## src/rtl/i2c_ctlreg_pkg.sv

```systemverilog
// Shared definitions for the I2C control-register slave.
// Assumes 8-bit bytes on the bus; everything else is set per instance.
package i2c_ctlreg_pkg;
    localparam int BYTE_W = 8;
    localparam int CNT_W  = 4;

    // Transaction phase of the slave controller.
    typedef enum logic [2:0] {
        PH_IDLE  = 3'd0,
        PH_ADDR  = 3'd1,
        PH_SUB   = 3'd2,
        PH_WDATA = 3'd3,
        PH_READ  = 3'd4,
        PH_SKIP  = 3'd5
    } phase_t;
endpackage

```

## src/rtl/i2c_ctlreg_linecond.sv

```systemverilog
// Bus line conditioner: synchronizes SCL and SDA into clk with two flops
// each, then gives levels, SCL edges and START/STOP events.
// Assumes clk is at least 8x faster than SCL so that every edge is seen.
module i2c_ctlreg_linecond (
    input  logic clk,
    input  logic rst_n,
    input  logic scl_i,
    input  logic sda_i,
    output logic scl_lvl,
    output logic sda_lvl,
    output logic scl_rise,
    output logic scl_fall,
    output logic start_det,
    output logic stop_det
);
    localparam int NLINES = 2;

    logic [NLINES-1:0] raw;
    logic [NLINES-1:0] meta;
    logic [NLINES-1:0] stab;
    logic [NLINES-1:0] prev;
    logic [NLINES-1:0] rise;
    logic [NLINES-1:0] fall;

    assign raw = {sda_i, scl_i};

    for (genvar g = 0; g < NLINES; g++) begin : g_line
        // Two-flop synchronizer plus history flop; idle bus reads high.
        always_ff @(posedge clk) begin
            if (!rst_n) begin
                meta[g] <= 1'b1;
                stab[g] <= 1'b1;
                prev[g] <= 1'b1;
            end else begin
                meta[g] <= raw[g];
                stab[g] <= meta[g];
                prev[g] <= stab[g];
            end
        end
        assign rise[g] = stab[g] & ~prev[g];
        assign fall[g] = ~stab[g] & prev[g];
    end

    // Levels and events presented to the controller.
    always_comb begin
        scl_lvl   = stab[0];
        sda_lvl   = stab[1];
        scl_rise  = rise[0];
        scl_fall  = fall[0];
        start_det = fall[1] & stab[0] & prev[0];
        stop_det  = rise[1] & stab[0] & prev[0];
    end
endmodule

```

## src/rtl/i2c_ctlreg_regbank.sv

```systemverilog
// Bank of NREG byte registers with one write port; all reset to zero.
// Assumes the caller only presents in-range indices with wr_en.
module i2c_ctlreg_regbank #(
    parameter int NREG = 12,
    parameter int IDX_W = 8
) (
    input  logic                              clk,
    input  logic                              rst_n,
    input  logic                              wr_en,
    input  logic [IDX_W-1:0]                  wr_idx,
    input  logic [i2c_ctlreg_pkg::BYTE_W-1:0] wr_data,
    output logic [NREG*i2c_ctlreg_pkg::BYTE_W-1:0] regs_o
);
    import i2c_ctlreg_pkg::*;

    for (genvar n = 0; n < NREG; n++) begin : g_reg
        logic hit;
        assign hit = wr_en && (wr_idx == IDX_W'(n));
        // One register: load on a matching write, otherwise hold.
        always_ff @(posedge clk) begin
            if (!rst_n)
                regs_o[n*BYTE_W +: BYTE_W] <= '0;
            else if (hit)
                regs_o[n*BYTE_W +: BYTE_W] <= wr_data;
        end
    end
endmodule

```

## src/rtl/i2c_ctlreg_ctrl.sv

```systemverilog
// Slave transaction controller: bit counter, receive shift register,
// address/read latch, register index latch, transmit register and the
// open-drain SDA enable. Acts only on edges from the line conditioner.
// Assumes one event at most per clk cycle (guaranteed by the clock ratio).
module i2c_ctlreg_ctrl #(
    parameter int          NREG     = 12,
    parameter int          IDX_W    = 8,
    parameter logic [6:0]  DEV_ADDR = 7'h12
) (
    input  logic                              clk,
    input  logic                              rst_n,
    input  logic                              sda_lvl,
    input  logic                              scl_rise,
    input  logic                              scl_fall,
    input  logic                              start_det,
    input  logic                              stop_det,
    input  logic [i2c_ctlreg_pkg::BYTE_W-1:0] flag_i,
    output logic                              sda_oe,
    output logic                              wr_en,
    output logic [IDX_W-1:0]                  wr_idx,
    output logic [i2c_ctlreg_pkg::BYTE_W-1:0] wr_data,
    output logic [i2c_ctlreg_pkg::CNT_W-1:0]  bit_cnt_o,
    output i2c_ctlreg_pkg::phase_t            phase_o
);
    import i2c_ctlreg_pkg::*;

    localparam logic [CNT_W-1:0] LAST_BIT = CNT_W'(BYTE_W);
    localparam logic [IDX_W-1:0] TOP_IDX  = IDX_W'(NREG);

    phase_t            phase;
    logic [CNT_W-1:0]  bit_cnt;
    logic [BYTE_W-1:0] rx_sr;
    logic [BYTE_W-1:0] tx_sr;
    logic [IDX_W-1:0]  idx;
    logic              is_read;
    logic              in_ack;
    logic              m_nack;

    assign wr_idx    = idx;
    assign wr_data   = rx_sr;
    assign bit_cnt_o = bit_cnt;
    assign phase_o   = phase;

    // Main sequencer: bus events drive shifting, acknowledge and writes.
    always_ff @(posedge clk) begin
        if (!rst_n) begin
            phase   <= PH_IDLE;
            bit_cnt <= '0;
            rx_sr   <= '0;
            tx_sr   <= '0;
            idx     <= '0;
            is_read <= 1'b0;
            in_ack  <= 1'b0;
            m_nack  <= 1'b0;
            sda_oe  <= 1'b0;
            wr_en   <= 1'b0;
        end else begin
            wr_en <= 1'b0;
            if (start_det) begin
                phase   <= PH_ADDR;
                bit_cnt <= '0;
                rx_sr   <= '0;
                in_ack  <= 1'b0;
                m_nack  <= 1'b0;
                sda_oe  <= 1'b0;
            end else if (stop_det) begin
                phase   <= PH_IDLE;
                bit_cnt <= '0;
                in_ack  <= 1'b0;
                sda_oe  <= 1'b0;
            end else begin
                case (phase)
                    PH_ADDR, PH_SUB, PH_WDATA: begin
                        if (scl_rise && bit_cnt < LAST_BIT) begin
                            rx_sr   <= {rx_sr[BYTE_W-2:0], sda_lvl};
                            bit_cnt <= bit_cnt + 1'b1;
                        end else if (scl_fall && bit_cnt == LAST_BIT) begin
                            if (!in_ack) begin
                                // End of the eighth clock: judge the byte.
                                in_ack <= 1'b1;
                                case (phase)
                                    PH_ADDR: begin
                                        if (rx_sr[BYTE_W-1:1] == DEV_ADDR) begin
                                            sda_oe  <= 1'b1;
                                            is_read <= rx_sr[0];
                                        end else begin
                                            phase <= PH_SKIP;
                                        end
                                    end
                                    PH_SUB: begin
                                        idx    <= rx_sr;
                                        sda_oe <= 1'b1;
                                    end
                                    default: begin
                                        if (idx < TOP_IDX) begin
                                            sda_oe <= 1'b1;
                                            wr_en  <= 1'b1;
                                        end else begin
                                            phase <= PH_SKIP;
                                        end
                                    end
                                endcase
                            end else begin
                                // End of the ninth clock: release and advance.
                                in_ack  <= 1'b0;
                                sda_oe  <= 1'b0;
                                bit_cnt <= '0;
                                case (phase)
                                    PH_ADDR: begin
                                        if (is_read) begin
                                            phase  <= PH_READ;
                                            tx_sr  <= flag_i;
                                            sda_oe <= ~flag_i[BYTE_W-1];
                                        end else begin
                                            phase <= PH_SUB;
                                        end
                                    end
                                    PH_SUB:  phase <= PH_WDATA;
                                    default: idx <= idx + 1'b1;
                                endcase
                            end
                        end
                    end
                    PH_READ: begin
                        if (scl_rise) begin
                            if (bit_cnt < LAST_BIT)
                                bit_cnt <= bit_cnt + 1'b1;
                            else
                                m_nack <= sda_lvl;
                        end else if (scl_fall) begin
                            if (bit_cnt != '0 && bit_cnt < LAST_BIT) begin
                                tx_sr  <= {tx_sr[BYTE_W-2:0], 1'b0};
                                sda_oe <= ~tx_sr[BYTE_W-2];
                            end else if (bit_cnt == LAST_BIT && !in_ack) begin
                                in_ack <= 1'b1;
                                sda_oe <= 1'b0;
                            end else if (in_ack) begin
                                in_ack  <= 1'b0;
                                bit_cnt <= '0;
                                if (m_nack) begin
                                    phase <= PH_SKIP;
                                end else begin
                                    tx_sr  <= flag_i;
                                    sda_oe <= ~flag_i[BYTE_W-1];
                                end
                            end
                        end
                    end
                    default: ;
                endcase
            end
        end
    end
endmodule

```

## src/rtl/i2c_ctlreg_slave.sv

```systemverilog
// Top of the I2C control-register slave: line conditioner, controller and
// register bank. Assumes an external open-drain pad driven low by sda_oe.
module i2c_ctlreg_slave #(
    parameter int         NREG     = 12,
    parameter logic [6:0] DEV_ADDR = 7'h12
) (
    input  logic                                   clk,
    input  logic                                   rst_n,
    input  logic                                   scl_i,
    input  logic                                   sda_i,
    output logic                                   sda_oe,
    input  logic [i2c_ctlreg_pkg::BYTE_W-1:0]      flag_i,
    output logic [NREG*i2c_ctlreg_pkg::BYTE_W-1:0] regs_o
);
    import i2c_ctlreg_pkg::*;

    localparam int IDX_W = BYTE_W;

    logic              scl_lvl, sda_lvl, scl_rise, scl_fall;
    logic              start_det, stop_det;
    logic              wr_en;
    logic [IDX_W-1:0]  wr_idx;
    logic [BYTE_W-1:0] wr_data;
    logic [CNT_W-1:0]  bit_cnt;
    phase_t            phase;

    i2c_ctlreg_linecond u_line (
        .clk       (clk),
        .rst_n     (rst_n),
        .scl_i     (scl_i),
        .sda_i     (sda_i),
        .scl_lvl   (scl_lvl),
        .sda_lvl   (sda_lvl),
        .scl_rise  (scl_rise),
        .scl_fall  (scl_fall),
        .start_det (start_det),
        .stop_det  (stop_det)
    );

    i2c_ctlreg_ctrl #(
        .NREG     (NREG),
        .IDX_W    (IDX_W),
        .DEV_ADDR (DEV_ADDR)
    ) u_ctrl (
        .clk       (clk),
        .rst_n     (rst_n),
        .sda_lvl   (sda_lvl),
        .scl_rise  (scl_rise),
        .scl_fall  (scl_fall),
        .start_det (start_det),
        .stop_det  (stop_det),
        .flag_i    (flag_i),
        .sda_oe    (sda_oe),
        .wr_en     (wr_en),
        .wr_idx    (wr_idx),
        .wr_data   (wr_data),
        .bit_cnt_o (bit_cnt),
        .phase_o   (phase)
    );

    i2c_ctlreg_regbank #(
        .NREG  (NREG),
        .IDX_W (IDX_W)
    ) u_bank (
        .clk     (clk),
        .rst_n   (rst_n),
        .wr_en   (wr_en),
        .wr_idx  (wr_idx),
        .wr_data (wr_data),
        .regs_o  (regs_o)
    );
endmodule

```

## config.mk

```make
export PLATFORM = sky130hd
export DESIGN_NAME = i2c_ctlreg_slave
export DESIGN_NICKNAME = d
export VERILOG_FILES = /design/src/rtl/i2c_ctlreg_pkg.sv /design/src/rtl/i2c_ctlreg_linecond.sv /design/src/rtl/i2c_ctlreg_regbank.sv /design/src/rtl/i2c_ctlreg_ctrl.sv /design/src/rtl/i2c_ctlreg_slave.sv
export SDC_FILE = /design/constraint.sdc
export NUM_CORES = 1
export LEC_CHECK = 0
export BUFFER_PORTS_ARGS = -buffer_cell sky130_fd_sc_hd__buf_2
export CAP_MARGIN = 20
export CORE_ASPECT_RATIO = 0.9
export CORE_MARGIN = 4
export CORE_UTILIZATION = 55
export DETAILED_ROUTE_END_ITERATION = 10
export HOLD_SLACK_MARGIN = 0.03
export PLACE_DENSITY_LB_ADDON = 0.25
export SYNTH_ARGS = -nofsm -noshare
export SYNTH_HDL_FRONTEND = slang
export SYNTH_SLANG_ARGS = --single-unit
```

## constraint.sdc

```tcl
create_clock -name clk -period 2.65 [get_ports clk]
set_input_delay 0.3975 -clock clk [delete_from_list [all_inputs] [get_ports clk]]
set_output_delay 0.3975 -clock clk [all_outputs]
set_load 0.01 [all_outputs]
```

==> run_results.csv <==
group,metric,value,unit
run_status,status,"completed",
clock_network,numCtsBuffers,17,
clock_network,root_buffer,"clkbuf_16",
logic_synthesis,synth_edf_count,0,
timing,final-setup-viol-count,0,
worst_setup_path,r2r-end,"u_ctrl.wr_idx[2]",
worst_hold_path,hold_depth,2,
clock_network,path_clk_slew,0.06,ns
global_routing,grt_pass1_vias,4632,
finish,regArea,2743,um2
placement,portBuffers,108,
finish,multi_input_area,2856,um2
logic_synthesis,syn_area,5782,um2
clock_network,cts_setup_buffers,0,
timing,finClkSkew,0.005447,ns
global_routing,grt_max_degree,111,
clock_network,holdBufCountCts,0,
logic_synthesis,ys.flop_type,"dfxtp_1",
floorplan,rows,35,
floorplan,dieWidth,116.1,um
power,power,4400,uW
logic_synthesis,syn_nets,621,
timing,final_hold_viol_count,0,
route,wl,14280,um
logic_synthesis,yosys-top-cells-area,"dfxtp_1 47%, mux2i_1 20%, nor2_1 8.4%",
floorplan,die_h,105.3,um
route,drtPass1Iterations,5,
worst_setup_path,cp_top_family,"simple AND/OR/NAND/NOR gates",
global_routing,grt_remaining_overflow,0,
timing,fmax,0.4413,GHz
global_routing,antenna_found_initial,0,
finish,syn_to_final_growth,20.90,%
worst_setup_path,crit_fanout,13,
clock_network,clock_path_buffers,2,
flow_run,drv_cap,0,
worst_setup_path,cp-end-kind,"flop",
worst_setup_path,required,2.99,ns
finish,fin_cells,845,
timing,worstMarginPinSlew,0.7585,ns
global_routing,grt_pass1_wl,23150,um
worst_hold_path,hp-start,"scl_i",
clock_network,cts_tree,"yes",
finish,nets,723,
logic_synthesis,ys_seq_elements,137,
timing,rsz0062_at_grt,"no",
floorplan,core_area,10250,um2
clock_network,clkLatencyLatePin,0.42,ns
timing,maxSlewHeadroom,0.4937,
finish,diodes,0,
clock_network,cts_max_level,4,
finish,final_core_util,0.6822,
worst_setup_path,path_class,"reg2reg",
floorplan,die_area,12220,um2
logic_synthesis,yosys.area.top_type,"dfxtp_1",
worst_setup_path,worstSetupPathDepth,7,
floorplan,io_pins,109,
floorplan,start_util,0.5642,
timing,finalMaxSlewViolations,0,
global_routing,track_usage,0.2390,
finish,layout-drive-gt1-share,0.2374,
power,p_leak,0.003370,uW
power,power_density,629.5,nW/um2
finish,fillers,800,
placement,placed_cells,815,
worst_setup_path,slowest_stage,"or4_1",
worst_setup_path,cpPeakStageDelay,0.81,ns
timing,finalSetupTns,0,ns
logic_synthesis,yosys.cell_types.count,57,
route,avgViaCountPerCell,5.630,
worst_hold_path,hold_class,"in2reg",
worst_setup_path,r2r_cells,7,
logic_synthesis,synthArstFlopShare,0,
route,drc,0,
logic_synthesis,synth_top_area_frac,0.4744,
route,vias,4757,
worst_hold_path,min_to,"u_line.meta[0]",
worst_setup_path,arrival,2.61,ns
worst_setup_path,critPathLaunchType,"flop",
placement,gp_congestion,0.9014,
worst_setup_path,rr_startpoint,"u_ctrl.bit_cnt_o[0]",
route,drtIter0Drc,252,
logic_synthesis,ys_seq_area_frac,0.4744,
power,ir_drop,0.6283,mV
worst_setup_path,cp-startpoint,"u_ctrl.bit_cnt_o[0]",
timing,period_share,0.8551,
placement,dpl.hpwl,9441,um
clock_network,cts.sinks,137,
route,final_antenna_net_count,0,
logic_synthesis,synth_warnings,0,
logic_synthesis,synth_most_common_cell,"dfxtp_1",
worst_setup_path,path_cells,"inv_1 -> ha_1 -> nand3b_1 -> or4_1 -> nor3b_1 -> o21ai_0 -> a31oi_1",
clock_network,cts_resized,0,
route,wire_per_inst,16.90,um
worst_setup_path,crit_buf_inv,1,
logic_synthesis,synth_area_per_cell,9.588,um2
timing,period_needed,2.266,ns
worst_setup_path,reg2reg_slack,0.38,ns
logic_synthesis,ys_top_cells_by_count,"137 x dfxtp_1, 130 x nor2_1, 115 x mux2i_1",
logic_synthesis,syn-instance-count,603,
## worst max path at each step
stage,end,slack [ns]
6_report,u_ctrl.wr_idx[2],0.38
5_1_grt,u_bank.regs_o[53],0.24
3_3_place_gp,u_ctrl.wr_idx[2],0.54
4_1_cts,u_ctrl.wr_idx[2],0.39
2_1_floorplan,u_bank.regs_o[69],0.72
3_5_place_dp,u_ctrl.wr_idx[2],0.42
## power by group
| group | switching (uW) | internal [uW] |
|---|---|---|
| Clock | 875 | 1370 |
| Sequential | 8.84 | 2070 |
| Combinational | 54.6 | 25.3 |
| Total | 939 | 3460 |
## flip-flops by register name (all words and copies together) (netlist names), 2 cells and up
name,cells
u_bank.regs_o,96
u_ctrl.wr_data,8
u_ctrl.wr_idx,8
u_ctrl.tx_sr,7
u_ctrl.bit_cnt_o,4
u_ctrl.phase_o,3
u_line.meta,2
u_line.prev,2
## metrics by stage
stage                     area (um2)  hold slack (ns)  setup slack [ns]
after global placement          6434           0.3885            0.5393
final                           6990           0.1592            0.3840
after detailed placement        6434           0.4021            0.4190
after CTS                       6990           0.1564            0.3912
after global routing            6990           0.1738            0.2448
after floorplan                 5782           0.3863            0.7234
## final cells by class
cell class                 instances  share of cell area
clock inverter                    12             0.01826
timing repair buffer             120             0.09200
tap                              129             0.02309
clock buffer                      18             0.06139
sequential                       137              0.3923
multi-input combinational        421              0.4086
inverter                           8            0.004296
## logic make-up after synthesis
kind of cell | share of synthesized area
AOI/OAI and AO/OA | 0.08331
buffers and inverters | 0.03159
adders and majority gates | 0.01298
and+or+nand+nor | 0.1941
DFF | 0.4744
muxes | 0.1991
xor gates and xnor gates | 0.004545
## cells in the final DEF (no fill, tap or decap), types with 4 or more instances in the layout
cell type,count
nand3_1,8
a211oi_1,10
dfxtp_1,137
nor2b_1,5
nand2b_1,14
nand2_1,23
a21oi_1,15
nor2_2,4
mux2i_1,115
o21ai_0,14
ha_1,6
clkinv_2,5
nor2_1,130
nor3b_1,4
buf_2,108
clkbuf_16,17
nor3_1,6
nand3_4,4
nand3_2,4
a31oi_1,5
buf_4,11
inv_1,7
## per-layer routing
layer	track usage	vias to the layer above	share of wire
li1	-	2290	-
met3	0.06028	23	0.071
met5	0	-	0
met4	0.08285	0	0.014
met2	0.3776	163	0.48
met1	0.3176	2281	0.44
Note: power is estimated with default switching activity, not from simulation.
